**src/rtl/rsc_pkg.sv**
```systemverilog
package rsc_pkg;
   localparam int SRC_N = 4;

   typedef enum logic [1:0] {
      SRC_STOP = 2'd0,
      SRC_SW   = 2'd1,
      SRC_LOCK = 2'd2,
      SRC_DBG  = 2'd3
   } src_e;

   typedef logic [SRC_N-1:0] cause_t;
endpackage

```
**src/rtl/rsc_stop_watch.sv**
```systemverilog
module rsc_stop_watch #(
   parameter int NUM_MODS = 4,
   parameter int TIMEOUT  = 65537
) (
   input  logic                clk,
   input  logic                rst_n,
   input  logic                lp_tick,
   input  logic                stop_req,
   input  logic [NUM_MODS-1:0] stop_ack,
   input  logic                blocked,
   output logic                expire
);
   localparam int CNT_W = $clog2(TIMEOUT + 1);
   localparam logic [CNT_W-1:0] LAST = CNT_W'(TIMEOUT - 1);

   logic             all_ack;
   logic             pending;
   logic [CNT_W-1:0] cnt_q;

   initial begin
      assert (NUM_MODS >= 1) else $error("NUM_MODS must be at least 1");
      assert (TIMEOUT >= 2)  else $error("TIMEOUT must be at least 2");
   end

   generate
      if (NUM_MODS == 1) begin : g_single
         assign all_ack = stop_ack[0];
      end else begin : g_multi
         assign all_ack = &stop_ack;
      end
   endgenerate

   assign pending = stop_req & ~all_ack & ~blocked;
   assign expire  = pending & lp_tick & (cnt_q == LAST);

   always_ff @(posedge clk or negedge rst_n) begin
      if (!rst_n) begin
         cnt_q <= '0;
      end else if (!pending || expire) begin
         cnt_q <= '0;
      end else if (lp_tick) begin
         cnt_q <= cnt_q + 1'b1;
      end
   end


   ack_clears_chk: assert property (@(posedge clk) disable iff (!rst_n)
      (stop_req && all_ack) |=> (cnt_q == '0));
endmodule

```
**src/rtl/rsc_cause_sel.sv**
```systemverilog
module rsc_cause_sel
   import rsc_pkg::*;
(
   input  cause_t evt,
   output cause_t win
);
   genvar gi;
   generate
      for (gi = 0; gi < SRC_N; gi++) begin : g_pri
         if (gi == SRC_N - 1) begin : g_top
            assign win[gi] = evt[gi];
         end else begin : g_low
            assign win[gi] = evt[gi] & ~(|evt[SRC_N-1:gi+1]);
         end
      end
   endgenerate
endmodule

```
**src/rtl/rsc_hold_gen.sv**
```systemverilog
module rsc_hold_gen #(
   parameter int MIN_HOLD = 16
) (
   input  logic clk,
   input  logic rst_n,
   input  logic pulse_evt,
   input  logic dbg_req,
   input  logic core_hold,
   output logic sys_rst,
   output logic core_rst
);
   localparam int HOLD_W = $clog2(MIN_HOLD + 1);
   localparam logic [HOLD_W-1:0] HOLD_LOAD = HOLD_W'(MIN_HOLD);

   logic [HOLD_W-1:0] hold_q;
   logic [HOLD_W-1:0] hold_d;
   logic              sys_d;

   initial begin
      assert (MIN_HOLD >= 1) else $error("MIN_HOLD must be at least 1");
   end

   always_comb begin
      if (pulse_evt)
         hold_d = HOLD_LOAD;
      else if (hold_q != '0)
         hold_d = hold_q - 1'b1;
      else
         hold_d = hold_q;
      sys_d = dbg_req | (hold_d != '0);
   end

   always_ff @(posedge clk or negedge rst_n) begin
      if (!rst_n) begin
         hold_q   <= '0;
         sys_rst  <= 1'b1;
         core_rst <= 1'b1;
      end else begin
         hold_q   <= hold_d;
         sys_rst  <= sys_d;
         core_rst <= sys_d | (core_rst & core_hold);
      end
   end


   pulse_rst_chk: assert property (@(posedge clk) disable iff (!rst_n)
      pulse_evt |=> sys_rst);

   core_hold_chk: assert property (@(posedge clk) disable iff (!rst_n)
      (core_rst && core_hold) |=> core_rst);

   core_follow_chk: assert property (@(posedge clk) disable iff (!rst_n)
      sys_rst |-> core_rst);
endmodule

```
**src/rtl/rst_src_ctrl.sv**
```systemverilog
module rst_src_ctrl
   import rsc_pkg::*;
#(
   parameter int          NUM_MODS = 4,
   parameter int          TIMEOUT  = 65537,
   parameter int          MIN_HOLD = 16,
   parameter logic [15:0] SW_KEY   = 16'h05FA
) (
   input  logic                clk,
   input  logic                rst_n,
   input  logic                lp_tick,
   input  logic                stop_req,
   input  logic [NUM_MODS-1:0] stop_ack,
   input  logic                sw_req,
   input  logic [15:0]         sw_key,
   input  logic                lockup,
   input  logic                dbg_sys_req,
   input  logic                dbg_core_hold,
   output logic                sys_rst,
   output logic                core_rst,
   output logic                dbg_rst,
   output logic [3:0]          cause
);
   logic   expire;
   logic   sw_ok;
   logic   lock_ok;
   logic   dbg_q;
   logic   dbg_edge;
   logic   pulse_evt;
   cause_t evt;
   cause_t win;
   cause_t cause_q;

   rsc_stop_watch #(
      .NUM_MODS (NUM_MODS),
      .TIMEOUT  (TIMEOUT)
   ) u_watch (
      .clk      (clk),
      .rst_n    (rst_n),
      .lp_tick  (lp_tick),
      .stop_req (stop_req),
      .stop_ack (stop_ack),
      .blocked  (sys_rst),
      .expire   (expire)
   );

   assign sw_ok     = sw_req & (sw_key == SW_KEY) & ~sys_rst;
   assign lock_ok   = lockup & ~sys_rst;
   assign dbg_edge  = dbg_sys_req & ~dbg_q;
   assign pulse_evt = expire | sw_ok | lock_ok;

   always_comb begin
      evt           = '0;
      evt[SRC_STOP] = expire;
      evt[SRC_SW]   = sw_ok;
      evt[SRC_LOCK] = lock_ok;
      evt[SRC_DBG]  = dbg_edge;
   end

   rsc_cause_sel u_sel (
      .evt (evt),
      .win (win)
   );

   rsc_hold_gen #(
      .MIN_HOLD (MIN_HOLD)
   ) u_hold (
      .clk       (clk),
      .rst_n     (rst_n),
      .pulse_evt (pulse_evt),
      .dbg_req   (dbg_sys_req),
      .core_hold (dbg_core_hold),
      .sys_rst   (sys_rst),
      .core_rst  (core_rst)
   );

   always_ff @(posedge clk or negedge rst_n) begin
      if (!rst_n) begin
         dbg_q   <= 1'b0;
         cause_q <= '0;
         dbg_rst <= 1'b1;
      end else begin
         dbg_q   <= dbg_sys_req;
         dbg_rst <= 1'b0;
         if (|evt)
            cause_q <= win;
      end
   end

   assign cause = cause_q;


   cause_onehot_chk: assert property (@(posedge clk) disable iff (!rst_n)
      $onehot0(cause));

   dbg_level_chk: assert property (@(posedge clk) disable iff (!rst_n)
      dbg_sys_req |=> sys_rst);

   bad_key_chk: assert property (@(posedge clk) disable iff (!rst_n)
      (sw_req && sw_key != SW_KEY && !lockup && !dbg_edge && !expire) |=> $stable(cause));

   expire_rst_chk: assert property (@(posedge clk) disable iff (!rst_n)
      expire |=> (sys_rst && cause != '0));

   dbg_rst_chk: assert property (@(posedge clk) disable iff (!rst_n)
      !dbg_rst |=> !dbg_rst);
endmodule

```
**config.mk**
```make
export PLATFORM = sky130hd
export DESIGN_NAME = rst_src_ctrl
export DESIGN_NICKNAME = d
export VERILOG_FILES = /design/src/rtl/rsc_pkg.sv /design/src/rtl/rsc_stop_watch.sv /design/src/rtl/rsc_cause_sel.sv /design/src/rtl/rsc_hold_gen.sv /design/src/rtl/rst_src_ctrl.sv
export SDC_FILE = /design/constraint.sdc
export NUM_CORES = 1
export LEC_CHECK = 0
export ABC_CLOCK_PERIOD_IN_PS = 2450
export BUFFER_PORTS_ARGS = -buffer_cell sky130_fd_sc_hd__buf_2
export CAP_MARGIN = 40
export CORE_MARGIN = 2
export CORE_UTILIZATION = 54
export DETAILED_ROUTE_END_ITERATION = 10
export PLACE_DENSITY = 0.79
export SKIP_CTS_REPAIR_TIMING = 1
export SYNTH_ARGS = -nofsm -noshare
export SYNTH_HDL_FRONTEND = slang
export SYNTH_SLANG_ARGS = --single-unit
```
**constraint.sdc**
```tcl
create_clock -name clk -period 2.45 [get_ports clk]
set_input_delay 0.245 -clock clk [delete_from_list [all_inputs] [get_ports clk]]
set_output_delay 0.245 -clock clk [all_outputs]
set_load 0.05 [all_outputs]
```
---- Word level (Yosys, flattened, before mapping) ----
Cells that the tools add are included.
operators by class
  $add $sub $neg .......................... 2
  equal/unequal tests ..................... 2
  multiplexer cells ....................... 4
  bitwise logic cells ..................... 22
  reductions and logical operators ........ 9
operator list
  kind                                              number
  2-to-1 mux 17 bit                                 2
  adder 17 x 1 -> 17 bit, second input constant     1
  == test 17 bit, second input constant             1
  == test 16 x 11 -> 1 bit, second input constant   1
  AND 1 bit                                         12
  2-to-1 mux 5 bit                                  2
  nonzero test 5 bit                                2
  inverter 1 bit                                    6
  subtractor 5 x 1 -> 5 bit, second input constant  1
  OR 1 bit                                          4
  AND reduction 4 bit                               1
  OR reduction 4 bit                                1
  OR reduction 3 bit                                1
  nonzero test 2 bit                                1
  OR reduction 2 bit                                1
  logical NOT 1 bit                                 1
  logical OR 1 bit                                  1
word-level totals
  bits in registers ....................... 30
  bits of input ports ..................... 28
  output and inout port bits .............. 7
  word-level logic and storage cells ...... 46

---- Longest topological paths before layout ----
Gate-level depths: netlist of run 1.
  depth after elaboration ................. 12
  depth in mapped cells ................... 6
  gate-level depth less buffers ........... 6

---- Hierarchy ----
Synthesis of run 1 repeated with hierarchy kept, for this count alone.
unflattened totals
  cell total of the unflattened synthesis .. 165
  area total of the unflattened synthesis .. 1712.9 um^2
by module, submodules not included
  module          instances  cells each  area each (um^2)  seq. area each (um^2)
  rsc_stop_watch  1          101         965.9             425.4
  rsc_hold_gen    1          34          371.6             177.7
  rst_src_ctrl    1          26          339.1             151.4
  rsc_cause_sel   1          4           36.3              0.0

---- Least setup slack after synthesis of run 1 ----
No wires, ideal clock.
  path kind ............................... register to register
  start ................................... reg u_hold.sys_rst
  end ..................................... reg u_watch.cnt_q[13]
  library setup time ...................... 0.077 ns
  arrival ................................. 1.647 ns
  data required time ...................... 2.373 ns
  path slack .............................. 0.726 ns
  cell stages (with the launch flop) ...... 5
  buffers on the path ..................... 0
  clock period less this slack ............ 1.724 ns
  cells stage by stage .................... dfstp_2 nor2b_2 a31o_2 or4_1 a21oi_1
between the ends
  cells in the longest elaborated chain, start to end .. 6
  elaborated cells between the ends (all ways) .. 8
  classes of those cells .................. mux (1); bitwise (4); reduce/logical (3)
ends and longest elaborated chain
  item                                                     line                  RTL
  start, declared                                          rsc_hold_gen.sv:9     output logic sys_rst,
  start signal, assigned                                   rsc_hold_gen.sv:40    sys_rst <= sys_d;
  inverter 1 bit (*)                                       rsc_stop_watch.sv:33  assign pending = stop_req & ~all_ack & ~blocked;
  AND 1 bit (*)                                            rsc_stop_watch.sv:33
  AND 1 bit (2 in series)                                  rsc_stop_watch.sv:34  assign expire = pending & lp_tick & (cnt_q == LAST);
  logical OR 1 bit (*)                                     rsc_stop_watch.sv:39  end else if (!pending || expire) begin
  2-to-1 mux 17 bit or nonzero test 2 bit (tied branches)  --
  end signal, assigned                                     rsc_stop_watch.sv:42  cnt_q <= cnt_q + 1'b1;
  end, declared                                            rsc_stop_watch.sv:18  logic [CNT_W-1:0] cnt_q;
Mark *: on every way between the ends. The rest lies on a longest branch, timed or not.
A chain may end at the register's enable or synchronous reset.

---- Worst setup path after layout of run 1 ----
  start ................................... reg u_watch.cnt_q[2]
  end ..................................... reg u_hold.hold_q[0]
between the ends
  cells in the longest elaborated chain, start to end .. 5
ends and longest elaborated chain
  item                    line                  RTL
  == test 17 bit          rsc_stop_watch.sv:34
  AND 1 bit               rsc_stop_watch.sv:34
  OR 1 bit (2 in series)  rst_src_ctrl.sv:50    assign pulse_evt = expire | sw_ok | lock_ok;
  2-to-1 mux 5 bit        rsc_hold_gen.sv:24    if (pulse_evt)
  net u_hold.hold_d[0]    rsc_hold_gen.sv:16    logic [HOLD_W-1:0] hold_d;
  end signal, assigned    rsc_hold_gen.sv:39    hold_q <= hold_d;
  end, declared           rsc_hold_gen.sv:15    logic [HOLD_W-1:0] hold_q;
The timed path passes the listed nets, and every way through them passes these cells.

==> results of run 1 <==
stage by stage:
| stage | total power, mW | util [%] | area, um^2 |
|---|---|---|---|
| 5_1_grt | 1.43 | 65.2 | 1980 |
| 4_1_cts | 1.36 | 64.9 | 1970 |
| 2_1_floorplan | 0.949 | - | 1700 |
| 6_report | 1.34 | 65.2 | 1980 |
| 3_5_place_dp | 1.05 | 62.9 | 1910 |
| 3_3_place_gp | 1.03 | 62.9 | 1910 |
worst max-delay path by stage:
stage | startpoint | to | slack (ns) | cells past startpoint
CTS | u_hold.hold_q[0] | u_hold.core_rst | 0.58 | 6
finish | u_watch.cnt_q[2] | u_hold.hold_q[0] | 0.58 | 4
detailed placement | u_hold.hold_q[0] | u_hold.core_rst | 0.58 | 6
global placement | u_watch.cnt_q[4] | u_hold.hold_q[2] | 0.62 | 4
global route | u_hold.hold_q[0] | u_hold.core_rst | 0.41 | 6
floorplan | u_hold.sys_rst | u_watch.cnt_q[13] | 0.73 | 4
power breakdown:
part	leakage (nW)	internal, mW	total [mW]	switching, mW
Clock	0.0353	0.139	0.299	0.160
Sequential	0.391	0.558	0.629	0.0701
Combinational	0.422	0.179	0.414	0.234
Total	0.848	0.876	1.34	0.465
worst max-delay path, delay by kind of cell (launching register included):
kind	cells	cell delay, ns
and+or+nand+nor	4	1.29
DFF	1	0.44
flip-flops by register name (all words and copies together) (netlist names):
register and cells:
cause 4, dbg_q 1, dbg_rst 1, u_hold.core_rst 1
u_hold.hold_q 5, u_hold.sys_rst 1, u_watch.cnt_q 17
layout make-up:
type | count | share of cell area [%]
Inverter | 6 | 1.14
Multi-Input combinational cell | 130 | 45.7
Tap cell | 44 | 2.79
Sequential cell | 30 | 38.2
Clock inverter | 1 | 0.253
Timing Repair Buffer | 35 | 9.12
Clock buffer | 7 | 2.79
cell families after synthesis:
family | count (synthesis) | synth area share (%)
other | 1 | 0.221
adders and majority gates | 4 | 2.94
DFF | 30 | 44.4
buffers and inverters | 9 | 2.50
and+or+nand+nor | 85 | 31.1
xor gates and xnor gates | 11 | 5.67
muxes | 3 | 1.77
AOI/OAI and AO/OA | 26 | 11.5
cells in the final DEF, fill, tap and decap left out, types with 3 or more instances in the layout:
cell type / instances
sky130_fd_sc_hd__mux2i_1: 3
sky130_fd_sc_hd__nor4_1: 3
sky130_fd_sc_hd__or4_1: 4
sky130_fd_sc_hd__dfstp_2: 3
sky130_fd_sc_hd__a21oi_1: 9
sky130_fd_sc_hd__nor2_1: 16
sky130_fd_sc_hd__o21ai_0: 4
sky130_fd_sc_hd__nand4_1: 9
sky130_fd_sc_hd__and2_1: 3
sky130_fd_sc_hd__nand3_1: 6
sky130_fd_sc_hd__nor2b_1: 3
sky130_fd_sc_hd__nor3_1: 5
sky130_fd_sc_hd__clkbuf_4: 5
sky130_fd_sc_hd__nand2_1: 10
sky130_fd_sc_hd__buf_2: 34
sky130_fd_sc_hd__or3_1: 5
sky130_fd_sc_hd__xor2_1: 7
sky130_fd_sc_hd__dfrtp_1: 27
sky130_fd_sc_hd__inv_1: 6
sky130_fd_sc_hd__o31ai_1: 5
sky130_fd_sc_hd__ha_1: 4
sky130_fd_sc_hd__xnor2_1: 4
per-layer routing:
metal | global-route usage (%) | part of all wire [%]
met1 | 26.8 | 47
met2 | 30.9 | 45
met3 | 5.84 | 5.5
met5 | 0 | 0
met4 | 10.5 | 1.9
==> results.md, run 1 <==
* Result of the run: complete, no violations
* Kind of critical path: reg -> reg
* First-iteration detailed-routing DRC count at 55
* Vias per cell at 5.43
* TritonCTS Sinks at 30
* Count of distinct cell types in the synthesized netlist at 47
* Number of nets with antenna violations after routing at 0
* Area of combinational cells with multiple inputs at 903 um^2
* Post-synthesis instance total at 169
* Number of vias after detailed routing at 1374
* Syn. warnings at 0
* Worst rel slew slack at 53.1%
* Mean instance size in the synthesized netlist at 10.1 um^2
* Depth of the most critical reg-to-reg path at 4
* Peak supply drop at 454 uV
* # port buffers at 34
* Hold Path Sink: dbg_q
* Cell area after synthesis at 0.00170 mm^2
* TritonCTS buffer count at 5
* Portion of the post-synthesis area used by sequential elements at 44.4%
* Largest net degree at the start of global routing at 31
* Placed cell count at 244
* Total Nets Final at 240
* Number of antenna violations at the first check in global routing at 0
* Hold path depth at 1
* Count of endpoints failing hold in the final timing report at 0
* Fraction of layout cells with a size suffix above 1 at 28.2%
* Data required time at the worst endpoint at 2.64 ns
* Most area-consuming cells after synthesis: sky130_fd_sc_hd__dfrtp_1, sky130_fd_sc_hd__dfstp_2, sky130_fd_sc_hd__xor2_1
* Residual DRC at 0
* Highest cell delay on the worst timing path at 0.66 ns
* Data arrival, critical path at 2.06 ns
* Proportion of register bits with asynchronous set or reset after synthesis at 100%
* Die outline width at 60.1 um
* Count of final max-slew check failures at 0
* Layout area overhead at 16.2%
* Source of the worst hold timing path: dbg_sys_req
* Leak at 0.848 nW
* Root Driver: sky130_fd_sc_hd__clkbuf_4
* Final std cells w/o fill at 253
* CP cell instances: nor4b_2 -> nand3_2 -> nor4_2 -> nor3_1
* Min Hold Slack at 0.0390 ns
* Setup crit end kind: flip-flop
* Clock latency on the worst-skew pair at 0.33 ns
* Area share of the leading cell type in the synthesized netlist at 39.7%
* Global-route wire length before repair at 5390 um
* Most repeated cell in the gate-level netlist after synthesis: sky130_fd_sc_hd__dfrtp_1
* Worst-Margin Slew at 0.696 ns
* Minimum period implied by the final worst setup slack at 1.87 ns
* Die height at 60.1 um
* CTS H-tree lvls at 2
* Cell accounting for the most synthesized area: sky130_fd_sc_hd__dfrtp_1
* Initial standard-cell utilization of the core at 56.2%
* Overall routing resource usage at 20.5%
* Final setup violating endpoints at 0
* Total Routed Length at 3310 um
* EDFF count, synth at 0
* Synth Flop Type: sky130_fd_sc_hd__dfrtp_1
* Number of iterations in the first detailed-routing pass at 4
* Vias in the first global route at 1265
* TritonCTS clock tree: built
* Startpoint of the most critical register-to-register path: u_watch.cnt_q[2]
* Share of the clock period used by the worst path at 76.3%
* Setup slack on the worst flop-to-flop path at 0.58 ns
* Setup repair after global routing missed its margin: no
* Place WS at 0.585 ns
* Total area of sequential cells at 754 um^2
* Setup crit start kind: flip-flop
* Die Outline Area at 0.00361 mm^2
* Site Rows at 20
* Final RePlAce weighted congestion at 0.841
* I/O Pins at 35
* Number of synthesized register bits at 30
* Post-Route Skew at 0.00830 ns
* Most instantiated cells after synthesis: sky130_fd_sc_hd__dfrtp_1, sky130_fd_sc_hd__nor2_1, sky130_fd_sc_hd__nand2_1, sky130_fd_sc_hd__a21oi_1, sky130_fd_sc_hd__nand4_1
* Final worst setup slack at 0.582 ns
* Layout fillers at 259
* Post-synthesis net count at 201
* Maximum fanout encountered on the critical timing path at 6
* Worst flop-to-flop path endpoint: u_hold.hold_q[0]
* Routed WL per cell at 13.1 um
* Power density over cell area at 679 mW/mm^2
* # diodes at 0
* Aggregate global routing overflow at 0
* Clock buffer depth at 2
* Timing-limited maximum frequency at 0.535 GHz
* Reg clk slew, reported paths at 0.09 ns
* Sum of negative setup slack at 0 ns
* Maxcap violations at 0
* Core Region at 0.00303 mm^2
* Placed wire-length estimate at 2550 um
* Worst path slowest cell: sky130_fd_sc_hd__nor4_2
* Class of the tightest hold or removal check: in -> reg
Power figures use the tool's default switching activity.
==> run 2, diff against run 1 <==
--- a/config.mk
+++ b/config.mk
@@ -5,13 +5,13 @@
 export SDC_FILE = /design/constraint.sdc
 export NUM_CORES = 1
 export LEC_CHECK = 0
-export ABC_CLOCK_PERIOD_IN_PS = 2450
+export ABC_CLOCK_PERIOD_IN_PS = 1700
 export BUFFER_PORTS_ARGS = -buffer_cell sky130_fd_sc_hd__buf_2
 export CAP_MARGIN = 40
 export CORE_MARGIN = 2
-export CORE_UTILIZATION = 54
+export CORE_UTILIZATION = 49
 export DETAILED_ROUTE_END_ITERATION = 10
-export PLACE_DENSITY = 0.79
+export PLACE_DENSITY = 0.75
 export SKIP_CTS_REPAIR_TIMING = 1
 export SYNTH_ARGS = -nofsm -noshare
 export SYNTH_HDL_FRONTEND = slang
==> constraint.sdc (replaced) <==
create_clock -name clk -period 1.7 [get_ports clk]
set_input_delay 0.17 -clock clk [delete_from_list [all_inputs] [get_ports clk]]
set_output_delay 0.17 -clock clk [all_outputs]
set_load 0.05 [all_outputs]
==> results.md, run 2 (same netlist as run 1, synthesis figures left out) <==
* Vias per cell at 5.67 (+4.3%)
* Timing-limited maximum frequency at 0.577 GHz (+7.9%)
* Most frequent standard cell in the layout excluding fill and tap cells: sky130_fd_sc_hd__buf_2
* Util after Layout at 67.3% (+2.1 points)
* CTS H-tree lvls at 2 (unchanged)
* Fraction of layout cells with a size suffix above 1 at 39.5% (+11 points)
* Total Routed Length at 4230 um (+28%)
* Clock buffer depth at 2 (unchanged)
* Final RePlAce weighted congestion at 0.813 (-3.4%)
* Power density over cell area at 958 mW/mm^2 (+41%)
* Die height at 62.9 um (+4.6%)
* Maxcap violations at 0 (unchanged)
* First-iteration detailed-routing DRC count at 76 (+38%)
* Site Rows at 21 (+5.0%)
* Flip-flop count of the largest register after layout at 17 (unchanged)
* Class of the tightest hold or removal check: in -> reg
* Design Area, Final at 0.00225 mm^2 (+14%)
* Die outline width at 62.9 um (+4.6%)
* Count of final max-slew check failures at 0 (unchanged)
* Worst path slowest cell: sky130_fd_sc_hd__dfrtp_1
* I/O Pins at 35 (unchanged)
* Placed wire-length estimate at 3010 um (+18%)
* Data arrival, critical path at 1.98 ns (-0.08 ns)
* Total Nets Final at 264 (+10%)
* Root Driver: sky130_fd_sc_hd__clkbuf_4
* Aggregate global routing overflow at 0 (unchanged)
* Highest-count cells in the layout ignoring fill and taps: sky130_fd_sc_hd__buf_2, sky130_fd_sc_hd__dfrtp_1, sky130_fd_sc_hd__buf_4
* Number of nets with antenna violations after routing at 0 (unchanged)
* Result of the run: finished, violations left
* Layout fillers at 268 (+3.5%)
* Initial standard-cell utilization of the core at 51.0% (-5.2 points)
* Number of antenna violations at the first check in global routing at 0 (unchanged)
* Kind of critical path: reg -> reg
* # port buffers at 34 (unchanged)
* Setup crit end kind: flip-flop
* Min Hold Slack at 0.0889 ns (+0.0499 ns)
* Setup slack on the worst flop-to-flop path at -0.03 ns (-0.61 ns)
* Worst rel slew slack at 55.3% (+2.3 points)
* TritonCTS Sinks at 30 (unchanged)
* Area of combinational cells with multiple inputs at 983 um^2 (+8.9%)
* Total area of sequential cells at 754 um^2 (unchanged)
* Number of vias after detailed routing at 1581 (+15%)
* # diodes at 0 (unchanged)
* TritonCTS clock tree: built
* Final worst setup slack at -0.0321 ns (-0.614 ns)
* Routed WL per cell at 15.2 um (+16%)
* Vias in the first global route at 1537 (+22%)
* Worst-Margin Slew at 0.670 ns (-0.0266 ns)
* TritonCTS buffer count at 5 (unchanged)
* Global-route wire length before repair at 6750 um (+25%)
* Violated checks: setup timing
* Combined buffer and inverter count along the critical path at 1 (+1)
* Minimum period implied by the final worst setup slack at 1.73 ns (-0.136 ns)
* Data required time at the worst endpoint at 1.95 ns (-0.69 ns)
* Clock latency on the worst-skew pair at 0.34 ns (about the same)
* Die Outline Area at 0.00396 mm^2 (+9.5%)
* Post-Route Skew at 0.00889 ns (+0.000588 ns)
* Core Region at 0.00334 mm^2 (+10%)
* Setup repair after global routing missed its margin: yes
* Number of iterations in the first detailed-routing pass at 4 (unchanged)
* Share of the clock period used by the worst path at 102% (+26 points)
* Residual DRC at 0 (unchanged)
* CP cell instances: inv_2 -> ha_4 -> or3b_1 -> a211o_1 -> a2111oi_4 -> nand4_1
* Largest net degree at the start of global routing at 31 (unchanged)
* Reg clk slew, reported paths at 0.09 ns (about the same)
* Cell class contributing the biggest share of worst-path delay: compound AO/OA/AOI/OAI gates
* Final setup violating endpoints at 2 (+2)
* Leak at 0.986 nW (+16%)
* Peak supply drop at 653 uV (+44%)
* Placed Area at 0.00208 mm^2 (+9.4%)
* Count of endpoints failing hold in the final timing report at 0 (unchanged)
* Layout area overhead at 32.1%
* Setup crit start kind: flip-flop
* Maximum fanout encountered on the critical timing path at 2 (-4)
* Reg with most FFs: u_watch.cnt_q
* Highest cell delay on the worst timing path at 0.40 ns (-0.26 ns)
* Overall routing resource usage at 22.2% (+1.6 points)
run 2: cell types whose count changed in the layout (fill, tap and decap cells not counted), sizes merged:
cell | previous run | this run
buf | 34 | 57
clkbuf | 7 | 8
clkinv | 1 | 0
dlygate4sd3 | 1 | 2
run 2: cell type report:
type	count	share of cell area, %
tap	46	2.56
clock buffer	8	2.17
timing repair buffer	59	16.9
sequential	30	33.6
multi-input combinational	130	43.8
inverter	6	1.00
run 2: tightest hold or removal path, cell delays in order:
cell and delay, ns:
sky130_fd_sc_hd__buf_2 0.07, sky130_fd_sc_hd__nand2_1 0.05, sky130_fd_sc_hd__nand4_1 0.09
run 2: per-stage QoR:
step	power, mW	std cells	TNS, ns	worst slack [ns]
after global routing	2.30	279	-0.257	-0.0954
final	2.15	279	-0.0563	-0.0321
after global placement	1.60	267	0	0.0429
after CTS	2.05	275	-0.0421	-0.0363
after detailed placement	1.65	267	-0.0185	-0.0185
after floorplan	1.37	169	-0.0103	-0.0103
run 2: path summary, 6_finish.rpt:
check | from | cells after the start | endpoint
min in group asynchronous | rst_n | 2 | u_watch.cnt_q[12]
worst max-delay path | u_hold.hold_q[0] | 6 | u_hold.core_rst
worst max register to register | u_hold.hold_q[0] | 6 | u_hold.core_rst
worst min register to register | cause[0] | 1 | cause[0]
worst min-delay path | dbg_core_hold | 3 | u_hold.core_rst
max in group asynchronous | rst_n | 2 | u_hold.hold_q[4]
run 2: power by group:
group	switching [mW]	internal, mW	total (mW)
Clock	0.239	0.164	0.404
Combinational	0.450	0.391	0.841
Sequential	0.102	0.805	0.907
run 2: routing by layer:
layer  share of wire (%)  vias up  GRT usage, %
met5                   0        -             0
met2                  49       60          35.8
li1                    -      750             -
met4                 1.6        0          9.72
met3                 6.0        7          8.11
met1                  43      764          26.4
